<file path="config.mk">
export PLATFORM = sky130hd
export DESIGN_NAME = vbi_pkt_fifo
export DESIGN_NICKNAME = d
export VERILOG_FILES = /design/src/rtl/vbi_fifo_pkg.sv /design/src/rtl/vbi_admit.sv /design/src/rtl/vbi_store.sv /design/src/rtl/vbi_flags.sv /design/src/rtl/vbi_pkt_fifo.sv
export SDC_FILE = /design/constraint.sdc
export NUM_CORES = 1
export LEC_CHECK = 0
export BUFFER_PORTS_ARGS = -buffer_cell sky130_fd_sc_hd__buf_2
export CAP_MARGIN = 5
export CORE_MARGIN = 8
export CORE_UTILIZATION = 40
export CTS_CLUSTER_DIAMETER = 100
export DETAILED_ROUTE_END_ITERATION = 6
export GPL_ROUTABILITY_DRIVEN = 0
export GPL_TIMING_DRIVEN = 0
export SYNTH_ARGS = -nofsm -noshare
export SYNTH_HDL_FRONTEND = slang
export SYNTH_SLANG_ARGS = --single-unit
</file>
<file path="constraint.sdc">
create_clock -name clk -period 3.3 [get_ports clk]
set_input_delay 0 -clock clk [delete_from_list [all_inputs] [get_ports clk]]
set_output_delay 0 -clock clk [all_outputs]
set_load 0.005 [all_outputs]
</file>
<file path="src/rtl/vbi_fifo_pkg.sv">
// Shared types for the line-packet admission FIFO.
// Assumes nothing beyond a 1800-2017 compiler.
package vbi_fifo_pkg;

    // Packet intake state: idle, taking an admitted packet, skipping a dropped one.
    typedef enum logic [1:0] {
        ADM_IDLE = 2'd0,
        ADM_TAKE = 2'd1,
        ADM_SKIP = 2'd2
    } adm_state_e;

endpackage

</file>
<file path="src/rtl/vbi_admit.sv">
// Packet admission control.
// Decides in the start cycle whether a whole packet fits, reserves its
// length when it does, and then gates the following bytes into the store
// or discards them. Assumes bytes arrive only after the start cycle, and
// assumes fill plus the reservation never exceeds DEPTH (this module
// enforces that).
module vbi_admit
    import vbi_fifo_pkg::*;
#(
    parameter int DEPTH = 128,
    parameter int LEN_W = 8,
    parameter int CNT_W = $clog2(DEPTH + 1)
) (
    input  logic             clk,
    input  logic             rst_n,
    input  logic             pkt_start,
    input  logic [LEN_W-1:0] pkt_len,
    input  logic             in_valid,
    input  logic [CNT_W-1:0] fill,
    output logic             wr_en,
    output logic             drop_evt,
    output logic             busy,
    output logic [CNT_W-1:0] reserve,
    output logic [CNT_W-1:0] free_space
);

    localparam int CMP_W = ((LEN_W > CNT_W) ? LEN_W : CNT_W) + 1;

    adm_state_e       state_q;
    logic [CMP_W-1:0] remain_q;
    logic [CMP_W-1:0] len_ext;
    logic [CMP_W-1:0] free_ext;
    logic             fits;
    logic             start_ok;

    // Free space excludes the outstanding reservation of an admitted packet.
    always_comb begin
        reserve    = (state_q == ADM_TAKE) ? remain_q[CNT_W-1:0] : '0;
        free_space = CNT_W'(DEPTH) - fill - reserve;
    end

    // Whole-packet fit test, evaluated only in the start cycle.
    always_comb begin
        len_ext  = CMP_W'(pkt_len);
        free_ext = CMP_W'(free_space);
        fits     = (len_ext <= free_ext);
        start_ok = (state_q == ADM_IDLE) && pkt_start && (pkt_len != '0);
        drop_evt = start_ok && !fits;
        wr_en    = (state_q == ADM_TAKE) && in_valid;
        busy     = (state_q != ADM_IDLE);
    end

    // Intake state and byte countdown for the packet in progress.
    always_ff @(posedge clk) begin
        if (!rst_n) begin
            state_q  <= ADM_IDLE;
            remain_q <= '0;
        end else begin
            case (state_q)
                ADM_IDLE: begin
                    if (start_ok) begin
                        remain_q <= len_ext;
                        state_q  <= fits ? ADM_TAKE : ADM_SKIP;
                    end
                end
                ADM_TAKE, ADM_SKIP: begin
                    if (in_valid) begin
                        remain_q <= remain_q - 1'b1;
                        if (remain_q == CMP_W'(1)) begin
                            state_q <= ADM_IDLE;
                        end
                    end
                end
                default: begin
                    state_q  <= ADM_IDLE;
                    remain_q <= '0;
                end
            endcase
        end
    end

endmodule

</file>
<file path="src/rtl/vbi_store.sv">
// Byte storage ring with fill counter and registered read port.
// A read while empty is ignored and keeps the previous output byte.
// Assumes the caller never writes when the ring is full.
module vbi_store #(
    parameter int DEPTH = 128,
    parameter int CNT_W = $clog2(DEPTH + 1),
    parameter int PTR_W = (DEPTH > 1) ? $clog2(DEPTH) : 1
) (
    input  logic             clk,
    input  logic             rst_n,
    input  logic             wr_en,
    input  logic [7:0]       wr_data,
    input  logic             rd_en,
    output logic [7:0]       rd_data,
    output logic [CNT_W-1:0] fill,
    output logic             empty
);

    logic [7:0]       mem [DEPTH];
    logic [PTR_W-1:0] wptr_q;
    logic [PTR_W-1:0] rptr_q;
    logic             rd_fire;

    // A pop only happens when something is stored.
    always_comb begin
        rd_fire = rd_en && (fill != '0);
        empty   = (fill == '0);
    end

    // Storage array write; contents need no reset.
    always_ff @(posedge clk) begin
        if (wr_en) begin
            mem[wptr_q] <= wr_data;
        end
    end

    // Pointers, fill count and the registered output byte.
    always_ff @(posedge clk) begin
        if (!rst_n) begin
            wptr_q  <= '0;
            rptr_q  <= '0;
            fill    <= '0;
            rd_data <= '0;
        end else begin
            if (wr_en) begin
                wptr_q <= (wptr_q == PTR_W'(DEPTH - 1)) ? '0 : wptr_q + 1'b1;
            end
            if (rd_fire) begin
                rd_data <= mem[rptr_q];
                rptr_q  <= (rptr_q == PTR_W'(DEPTH - 1)) ? '0 : rptr_q + 1'b1;
            end
            case ({wr_en, rd_fire})
                2'b10:   fill <= fill + 1'b1;
                2'b01:   fill <= fill - 1'b1;
                default: fill <= fill;
            endcase
        end
    end

endmodule

</file>
<file path="src/rtl/vbi_flags.sv">
// Status flags: sticky overflow on packet drop, plus the threshold compare.
// A drop in the same cycle as a clear leaves the flag set.
module vbi_flags #(
    parameter int CNT_W = 8
) (
    input  logic             clk,
    input  logic             rst_n,
    input  logic             drop_evt,
    input  logic             err_clear,
    input  logic [CNT_W-1:0] fill,
    input  logic [CNT_W-1:0] thresh,
    output logic             ovf_err,
    output logic             thr_passed
);

    // Sticky overflow: set dominates clear.
    always_ff @(posedge clk) begin
        if (!rst_n) begin
            ovf_err <= 1'b0;
        end else if (drop_evt) begin
            ovf_err <= 1'b1;
        end else if (err_clear) begin
            ovf_err <= 1'b0;
        end
    end

    // Level above threshold, evaluated on the current fill.
    always_comb begin
        thr_passed = (fill > thresh);
    end

endmodule

</file>
<file path="src/rtl/vbi_pkt_fifo.sv">
// Top of the line-packet admission FIFO.
// Ties the admission control, the byte store and the status flags together.
// Assumes packet bytes start in the cycle after pkt_start, one per in_valid.
module vbi_pkt_fifo #(
    parameter int DEPTH = 128,
    parameter int LEN_W = 8,
    parameter int CNT_W = $clog2(DEPTH + 1)
) (
    input  logic             clk,
    input  logic             rst_n,
    input  logic             pkt_start,
    input  logic [LEN_W-1:0] pkt_len,
    input  logic             in_valid,
    input  logic [7:0]       in_data,
    input  logic             rd_en,
    input  logic             err_clear,
    input  logic [CNT_W-1:0] thresh,
    output logic [7:0]       rd_data,
    output logic             empty,
    output logic [CNT_W-1:0] fill_level,
    output logic [CNT_W-1:0] free_space,
    output logic             ovf_err,
    output logic             thr_passed
);

    logic             wr_en;
    logic             drop_evt;
    logic             busy;
    logic [CNT_W-1:0] reserve;

    vbi_admit #(
        .DEPTH (DEPTH),
        .LEN_W (LEN_W),
        .CNT_W (CNT_W)
    ) u_admit (
        .clk        (clk),
        .rst_n      (rst_n),
        .pkt_start  (pkt_start),
        .pkt_len    (pkt_len),
        .in_valid   (in_valid),
        .fill       (fill_level),
        .wr_en      (wr_en),
        .drop_evt   (drop_evt),
        .busy       (busy),
        .reserve    (reserve),
        .free_space (free_space)
    );

    vbi_store #(
        .DEPTH (DEPTH),
        .CNT_W (CNT_W)
    ) u_store (
        .clk     (clk),
        .rst_n   (rst_n),
        .wr_en   (wr_en),
        .wr_data (in_data),
        .rd_en   (rd_en),
        .rd_data (rd_data),
        .fill    (fill_level),
        .empty   (empty)
    );

    vbi_flags #(
        .CNT_W (CNT_W)
    ) u_flags (
        .clk        (clk),
        .rst_n      (rst_n),
        .drop_evt   (drop_evt),
        .err_clear  (err_clear),
        .fill       (fill_level),
        .thresh     (thresh),
        .ovf_err    (ovf_err),
        .thr_passed (thr_passed)
    );

endmodule

</file>
==> results of run 1 <==
==> area by class of cell <==
type,instances,area share
clock inverters,68,0.0122
clock buffers,130,0.0557
inverters,34,0.00257
well taps,1403,0.0354
multi-input cells,1066,0.222
flip-flops and latches,1066,0.637
plain buffers,123,0.0170
repair buffers,103,0.0178
==> worst paths after layout <==
path	startpoint	endpoint	depth (start not counted)
setup / recovery	u_admit.state_q[0]$_SDFFE_PN0P_	u_store.mem[47][0]$_DFFE_PP_	9
hold / removal	err_clear	u_flags.ovf_err$_SDFFE_PN0P_	4
setup reg to reg	u_admit.state_q[0]$_SDFFE_PN0P_	u_store.mem[47][0]$_DFFE_PP_	9
hold reg to reg	u_flags.ovf_err$_SDFFE_PN0P_	u_flags.ovf_err$_SDFFE_PN0P_	2
==> routing by layer <==
layer | vias to the layer above | track usage | routed length (microns) | share of wire
met4 | 0 | 0.0921 | 5980 | 0.049
met3 | 272 | 0.0361 | 10800 | 0.088
met1 | 12300 | 0.276 | 49200 | 0.40
met5 | - | 0 | 0 | 0
li1 | 9721 | - | - | -
met2 | 1259 | 0.319 | 56400 | 0.46
==> metrics by stage <==
| stage | power [uW] | setup TNS [ns] |
|---|---|---|
| floorplan | 19200 | 0 |
| global placement | 21300 | -230.01 |
| detailed placement | 21500 | -274.19 |
| CTS | 33600 | -1.13 |
| global route | 35200 | -11.01 |
| finish | 34100 | -5.62 |
==> registers in the layout, summed over array words and instances (netlist names) <==
name and flops:
u_store.mem 1024, u_store.fill 8, u_flags.ovf_err 1, u_store.rptr_q 7, u_admit.remain_q 9, u_admit.state_q 2
u_store.wptr_q 7, u_store.rd_data 8
==> cells in the mapped netlist, drive strengths merged, types with 6 or more instances <==
cell type / n
a2111oi: 12
a211oi: 19
a21oi: 33
a22o: 6
a22oi: 16
and2: 18
buf: 87
clkbuf: 41
dfxtp: 42
edfxtp: 1024
ha: 43
inv: 34
mux2i: 141
mux4: 210
nand2: 70
nand2b: 9
nand3: 35
nor2: 186
nor2b: 27
nor3: 23
o2111ai: 9
o21ai: 42
o221ai: 16
o22ai: 54
or2: 9
xnor2: 17
xor2: 10
==> what timing repair did <==
| action | CTS | global route |
|---|---|---|
| hold buffers | 21 | 0 |
| hold endpoints to repair | 415 | 0 |
| setup buffers | 10 | 4 |
| resized for setup | 100 | 58 |
| pin swaps | 15 | 14 |
| endpoints found under the setup margin | 664 | 295 |
==> power by group <==
group	switching, uW	leakage, uW	internal (uW)	total, uW
combinational	4000	0.00408	3180	7180
sequential	211	0.00955	14900	15200
clock	5120	0.00166	6670	11800
total	9340	0.0153	24800	34100
==> worst max-delay path: cells and delay by family, from the launching register on <==
family,cells,cell delay (ns)
buffers and inverters,5,1.37
AND/OR/NAND/NOR,3,1.13
flip-flops,1,0.38
adder cells (fa/ha/maj),1,0.16
==> kinds of logic after synthesis <==
logic type,Yosys count,synth area share
buf+inv,162,0.0222
simple gates,400,0.0424
flops,1066,0.733
xor+xnor,27,0.00549
compound gates,241,0.0384
fa+ha+maj,45,0.0134
mux,353,0.145
==> qor.yml, run 1 <==
run_status:
  status: "finished, violations left"
  failed_checks: "negative setup slack"
floorplanning:
  fp.dieArea_sq_um: 118000
  core_area_sq_um: 107000
  ios: 57
  die-height_microns: 344
  die_w_microns: 344
  start_util: 0.403
  num_rows: 120
synthesis:
  syn-cell-area_sq_um: 43100
  yosysUniqueCellTypes: 66
  synth.avg_cell_area_sq_um: 18.8
  synth-edff-count: 1024
  ys_seq_area_frac: 0.733
  async_flop_share: 0
  syn_inst: 2294
  yosys_warnings: 0
  syn_nets: 2369
  synth_top_area_cell: "edfxtp_1"
  synth_top_area_share: 0.714
  synthFlopType: "edfxtp_1"
  ys_seq_elements: 1066
  yosys-top-cells-area: "edfxtp_1 (71%), mux4_2 (10%), mux2i_1 (3.3%), dfxtp_1 (2.0%), nor2_1 (1.6%)"
clock_network:
  cts_tree: "yes"
  h-tree-depth: 3
  cts-buffers-inserted: 106
  root_buffer: "clkbuf_16"
  cts.clk_slew.worst_paths_ns: 0.06
  insertion_delay_ns: 0.68
  clk_path_buf_depth: 3
  cts.sinks: 1066
timing:
  whs_ns: 0.172
  relSlewSlack: 0.115
  hold_violations: 0
  layout_worst_path_cycle_share: 1.04
  setup_ws_ns: -0.121
  maxSlewViolCount: 0
  rsz0062_at_grt: "yes"
  finalClockSkew_ns: 0.0178
  layout_min_cycle_time_ns: 3.42
  setup_violations: 84
  max_freq_mhz: 292
  worst_pin_slew_ns: 1.33
global_route:
  grt_max_degree: 101
  grt_pass1_vias: 23600
  grt_pass1_wl_microns: 172000
  grt_antenna_before_repair: 1
  gr-total-overflow: 0
  grt_usage: 0.203
power_and_ir_drop:
  max-vdd-ir-drop_uv: 716
  power.leakage_uw: 0.0153
  powerDensity_nw_per_um2: 688
final_layout:
  drive_gt1_frac: 0.249
  finalNonFillerCells: 3993
  diodes: 0
  fin_util: 0.464
  layout_common_cells: "edfxtp_1 (1,024), mux4_2 (191), mux2i_1 (139)"
  postLayoutCellArea_sq_um: 49600
  layout_commonest_cell: "edfxtp_1"
  num-fill-cells: 8949
  ff_latch_area_sq_um: 31600
  nets: 2575
  multi_input_area_sq_um: 11000
  syn_to_final_growth_pct: 15.1
min_path:
  hold_path.class: "in2reg"
worst_setup_path:
  path_common_cell: "buf_2"
  slowest_stage: "nor2_2"
  critical_path.max_stage_delay_ns: 0.64
  crit_arrival_ns: 3.72
  worstPathRequired_ns: 3.60
  cp-start-kind: "flop"
  endpoint_kind: "flop"
  cp_cell_sequence: "ha_4, and2_1, buf_2, inv_1, buf_2, or2_2, clkbuf_1, clkbuf_2, nor2_2"
  path_max_fanout: 10
  r2r_slack_ns: -0.12
  path_class: "reg2reg"
placed_design:
  postPlaceCellArea_sq_um: 45400
  pre_cts_slack_ns: -0.794
  dp_hpwl_microns: 82600
  portBuffers: 56
  dp.cells: 3765
detailed_routing:
  drtIter0Drc: 2652
  wl_per_cell_microns: 30.7
  vias: 23500
  firstDrtPassIters: 6
  remaining_drc_errors: 0
  via_per_inst: 5.90
  antenna_left: 0
  wirelength_microns: 122000
flow_run:
  cap_violations: 0
(Power assumes the default switching activity.)
==> inputs of run 2 (changes only) <==
--- a/config.mk
+++ b/config.mk
@@ -8,11 +8,12 @@
 export BUFFER_PORTS_ARGS = -buffer_cell sky130_fd_sc_hd__buf_2
 export CAP_MARGIN = 5
 export CORE_MARGIN = 8
-export CORE_UTILIZATION = 40
+export CORE_UTILIZATION = 57
 export CTS_CLUSTER_DIAMETER = 100
 export DETAILED_ROUTE_END_ITERATION = 6
 export GPL_ROUTABILITY_DRIVEN = 0
 export GPL_TIMING_DRIVEN = 0
+export PLACE_DENSITY = 0.76
 export SYNTH_ARGS = -nofsm -noshare
 export SYNTH_HDL_FRONTEND = slang
 export SYNTH_SLANG_ARGS = --single-unit
==> run 2 against run 1 <==
The run ends with max-capacitance violations, max-slew violations, negative setup slack left. Critical path depth up 1. Clock power about the same. Clock skew up 0.030 ns. Flip-flop and latch count unchanged. Combinational power down 5.8%. Register-to-register slack worse by 0.03 ns. First-iteration DRC count up 46%. Sequential power about the same. Count of clock-buffer cells in the layout down 1. Critical path type unchanged. Critical endpoint is now u_store.rd_data[7]$_SDFFE_PN0P_. Highest routed layer is now met5.
==> qor.yml, run 2 (synthesis results as in run 1) <==
detailed_routing:
  drtIter0Drc: 3883  # +46%
  antenna_left: 0  # unchanged
  wirelength_microns: 118000  # -3.8%
  via_per_inst: 6.85  # +16%
  wl_per_cell_microns: 33.0  # +7.7%
  remaining_drc_errors: 0  # unchanged
  vias: 24500  # +3.9%
  firstDrtPassIters: 6  # unchanged
power_and_ir_drop:
  max-vdd-ir-drop_uv: 508  # -29%
  powerDensity_nw_per_um2: 690  # +0.27%
  power.leakage_uw: 0.0153  # about the same
worst_setup_path:
  critical_path.max_stage_delay_ns: 0.96  # +0.32 ns
  path_max_fanout: 10  # unchanged
  cp-start-kind: "flop"
  endpoint_kind: "flop"
  path_common_cell: "buf_4"
  crit_arrival_ns: 4.07  # +0.35 ns
  cp_cell_sequence: "buf_4, buf_4, buf_4, mux4_2, o22ai_1, nor2_1, nor2_1, a2111oi_1, nor3_1, nor3_2"
  worstPathRequired_ns: 3.91  # +0.31 ns
  path_class: "reg2reg"
  path_buf_inv: 3  # -2
  slowest_stage: "a2111oi_1"
  worst_path_dominant_cell_family: "compound AO/OA/AOI/OAI gates"
floorplanning:
  die_w_microns: 291  # -15%
  die-height_microns: 291  # -15%
  core_area_sq_um: 75300  # -30%
  start_util: 0.572  # +0.169
  ios: 57  # unchanged
  fp.dieArea_sq_um: 84600  # -29%
  num_rows: 101  # -16%
final_layout:
  drive_gt1_frac: 0.241  # -0.00811
  syn_to_final_growth_pct: 13.7
  finalNonFillerCells: 3569  # -11%
  nets: 2579  # +0.16%
  reg_top3: "u_store.mem (1024), u_admit.remain_q (9)"
  layout_commonest_cell: "edfxtp_1"
  fin_util: 0.650  # +0.186
  regMostFlops: "u_store.mem"
  layout_common_cells: "edfxtp_1 (1,024), mux4_2 (191), mux2i_1 (140)"
  largest_reg_flops: 1024  # unchanged
timing:
  relSlewSlack: -0.00648  # -0.122
  hold_violations: 0  # unchanged
  worst_pin_slew_ns: 1.51  # +0.183 ns
  setup_violations: 82  # -2.4%
  maxSlewViolCount: 11  # +11
  setup_ws_ns: -0.156  # -0.0348 ns
  finalClockSkew_ns: 0.0483  # +0.0305 ns
  layout_min_cycle_time_ns: 3.46  # +0.0348 ns
  rsz0062_at_grt: "yes"
  fin_setup_tns_ns: -3.77  # +1.84 ns
  layout_worst_path_cycle_share: 1.05  # +0.0105
  max_freq_mhz: 289  # -1.0%
flow_run:
  cap_violations: 1  # +1
run_status:
  status: "finished, violations left"
  failed_checks: "max-capacitance violations, max-slew violations, negative setup slack"
global_route:
  gr-total-overflow: 0  # unchanged
  grt_max_degree: 101  # unchanged
  grt_antenna_before_repair: 2  # +1
  grt_usage: 0.273  # +0.0697
  grt_pass1_wl_microns: 167000  # -2.9%
  grt_pass1_vias: 24100  # +2.3%
clock_network:
  insertion_delay_ns: 0.69  # about the same
  h-tree-depth: 3  # unchanged
  cts-buffers-inserted: 104  # -1.9%
  clk_path_buf_depth: 3  # unchanged
  root_buffer: "clkbuf_16"
  cts.clk_slew.worst_paths_ns: 0.06  # about the same
  cts.sinks: 1066  # unchanged
  cts_tree: "yes"
placed_design:
  dp_hpwl_microns: 76500  # -7.4%
  pre_cts_slack_ns: -0.530  # +0.263 ns
  portBuffers: 56  # unchanged
  dp.cells: 3336  # -11%
min_path:
  hold_path.class: "in2reg"
run 2: where the power goes:
part	switching, uW	leakage [uW]	internal (uW)	total, uW
clock network	5070	0.00166	6840	11900
registers	185	0.00955	14900	15100
logic	3830	0.00409	2930	6760
total	9080	0.0153	24700	33800
run 2: through the flow:
step                cell area (sq um)  total power [uW]  hold slack (ns)
finish                          49000             33800            0.186
global placement                44600             21100            0.281
global route                    49000             34800            0.187
floorplan                       43100             19200           0.0989
CTS                             48700             33400            0.169
detailed placement              44800             21300            0.295
run 2: path summary, 6_finish.rpt:
path	startpoint	end	slack [ns]	cells after the start
max	u_store.rptr_q[1]$_SDFFE_PN0P_	u_store.rd_data[7]$_SDFFE_PN0P_	-0.16	10
min	err_clear	u_flags.ovf_err$_SDFFE_PN0P_	0.19	4
max reg2reg	u_store.rptr_q[1]$_SDFFE_PN0P_	u_store.rd_data[7]$_SDFFE_PN0P_	-0.16	10
min reg2reg	u_flags.ovf_err$_SDFFE_PN0P_	u_flags.ovf_err$_SDFFE_PN0P_	0.51	2
run 2: routing by layer:
metal	up-vias	track usage	wire, microns
met5	-	0	69
met3	430	0.0789	14600
li1	9715	-	-
met1	12400	0.359	42400
met4	3	0.134	7170
met2	1909	0.419	53500
run 2: cell type report:
class | instances | area, sq um
sequential | 1066 | 31600
multi-input combinational | 1066 | 10900
tap | 978 | 1220
inverter | 34 | 128
buffer | 126 | 856
clock inverter | 63 | 708
fill | 4845 | 26300
antenna | 1 | 2.50
timing repair buffer | 106 | 887
clock buffer | 129 | 2700
run 2: repair_timing:
item | 4_1_cts | 5_1_grt
endpoints found under the hold margin | 387 | 0
gates cloned | 0 | 0
pin swaps | 14 | 23
setup endpoints to repair | 651 | 213
hold buffers | 21 | 0
gates resized for setup | 87 | 46
setup buffers | 6 | 15
run 2: worst reg2reg max path, cell delays in order, from the launching register on:
cell and delay, ns:
dfxtp_1 0.46, buf_4 0.23, buf_4 0.25, buf_4 0.33, mux4_2 0.27, o22ai_1 0.10, nor2_1 0.30, nor2_1 0.19
a2111oi_1 0.96, nor3_1 0.17, nor3_2 0.14
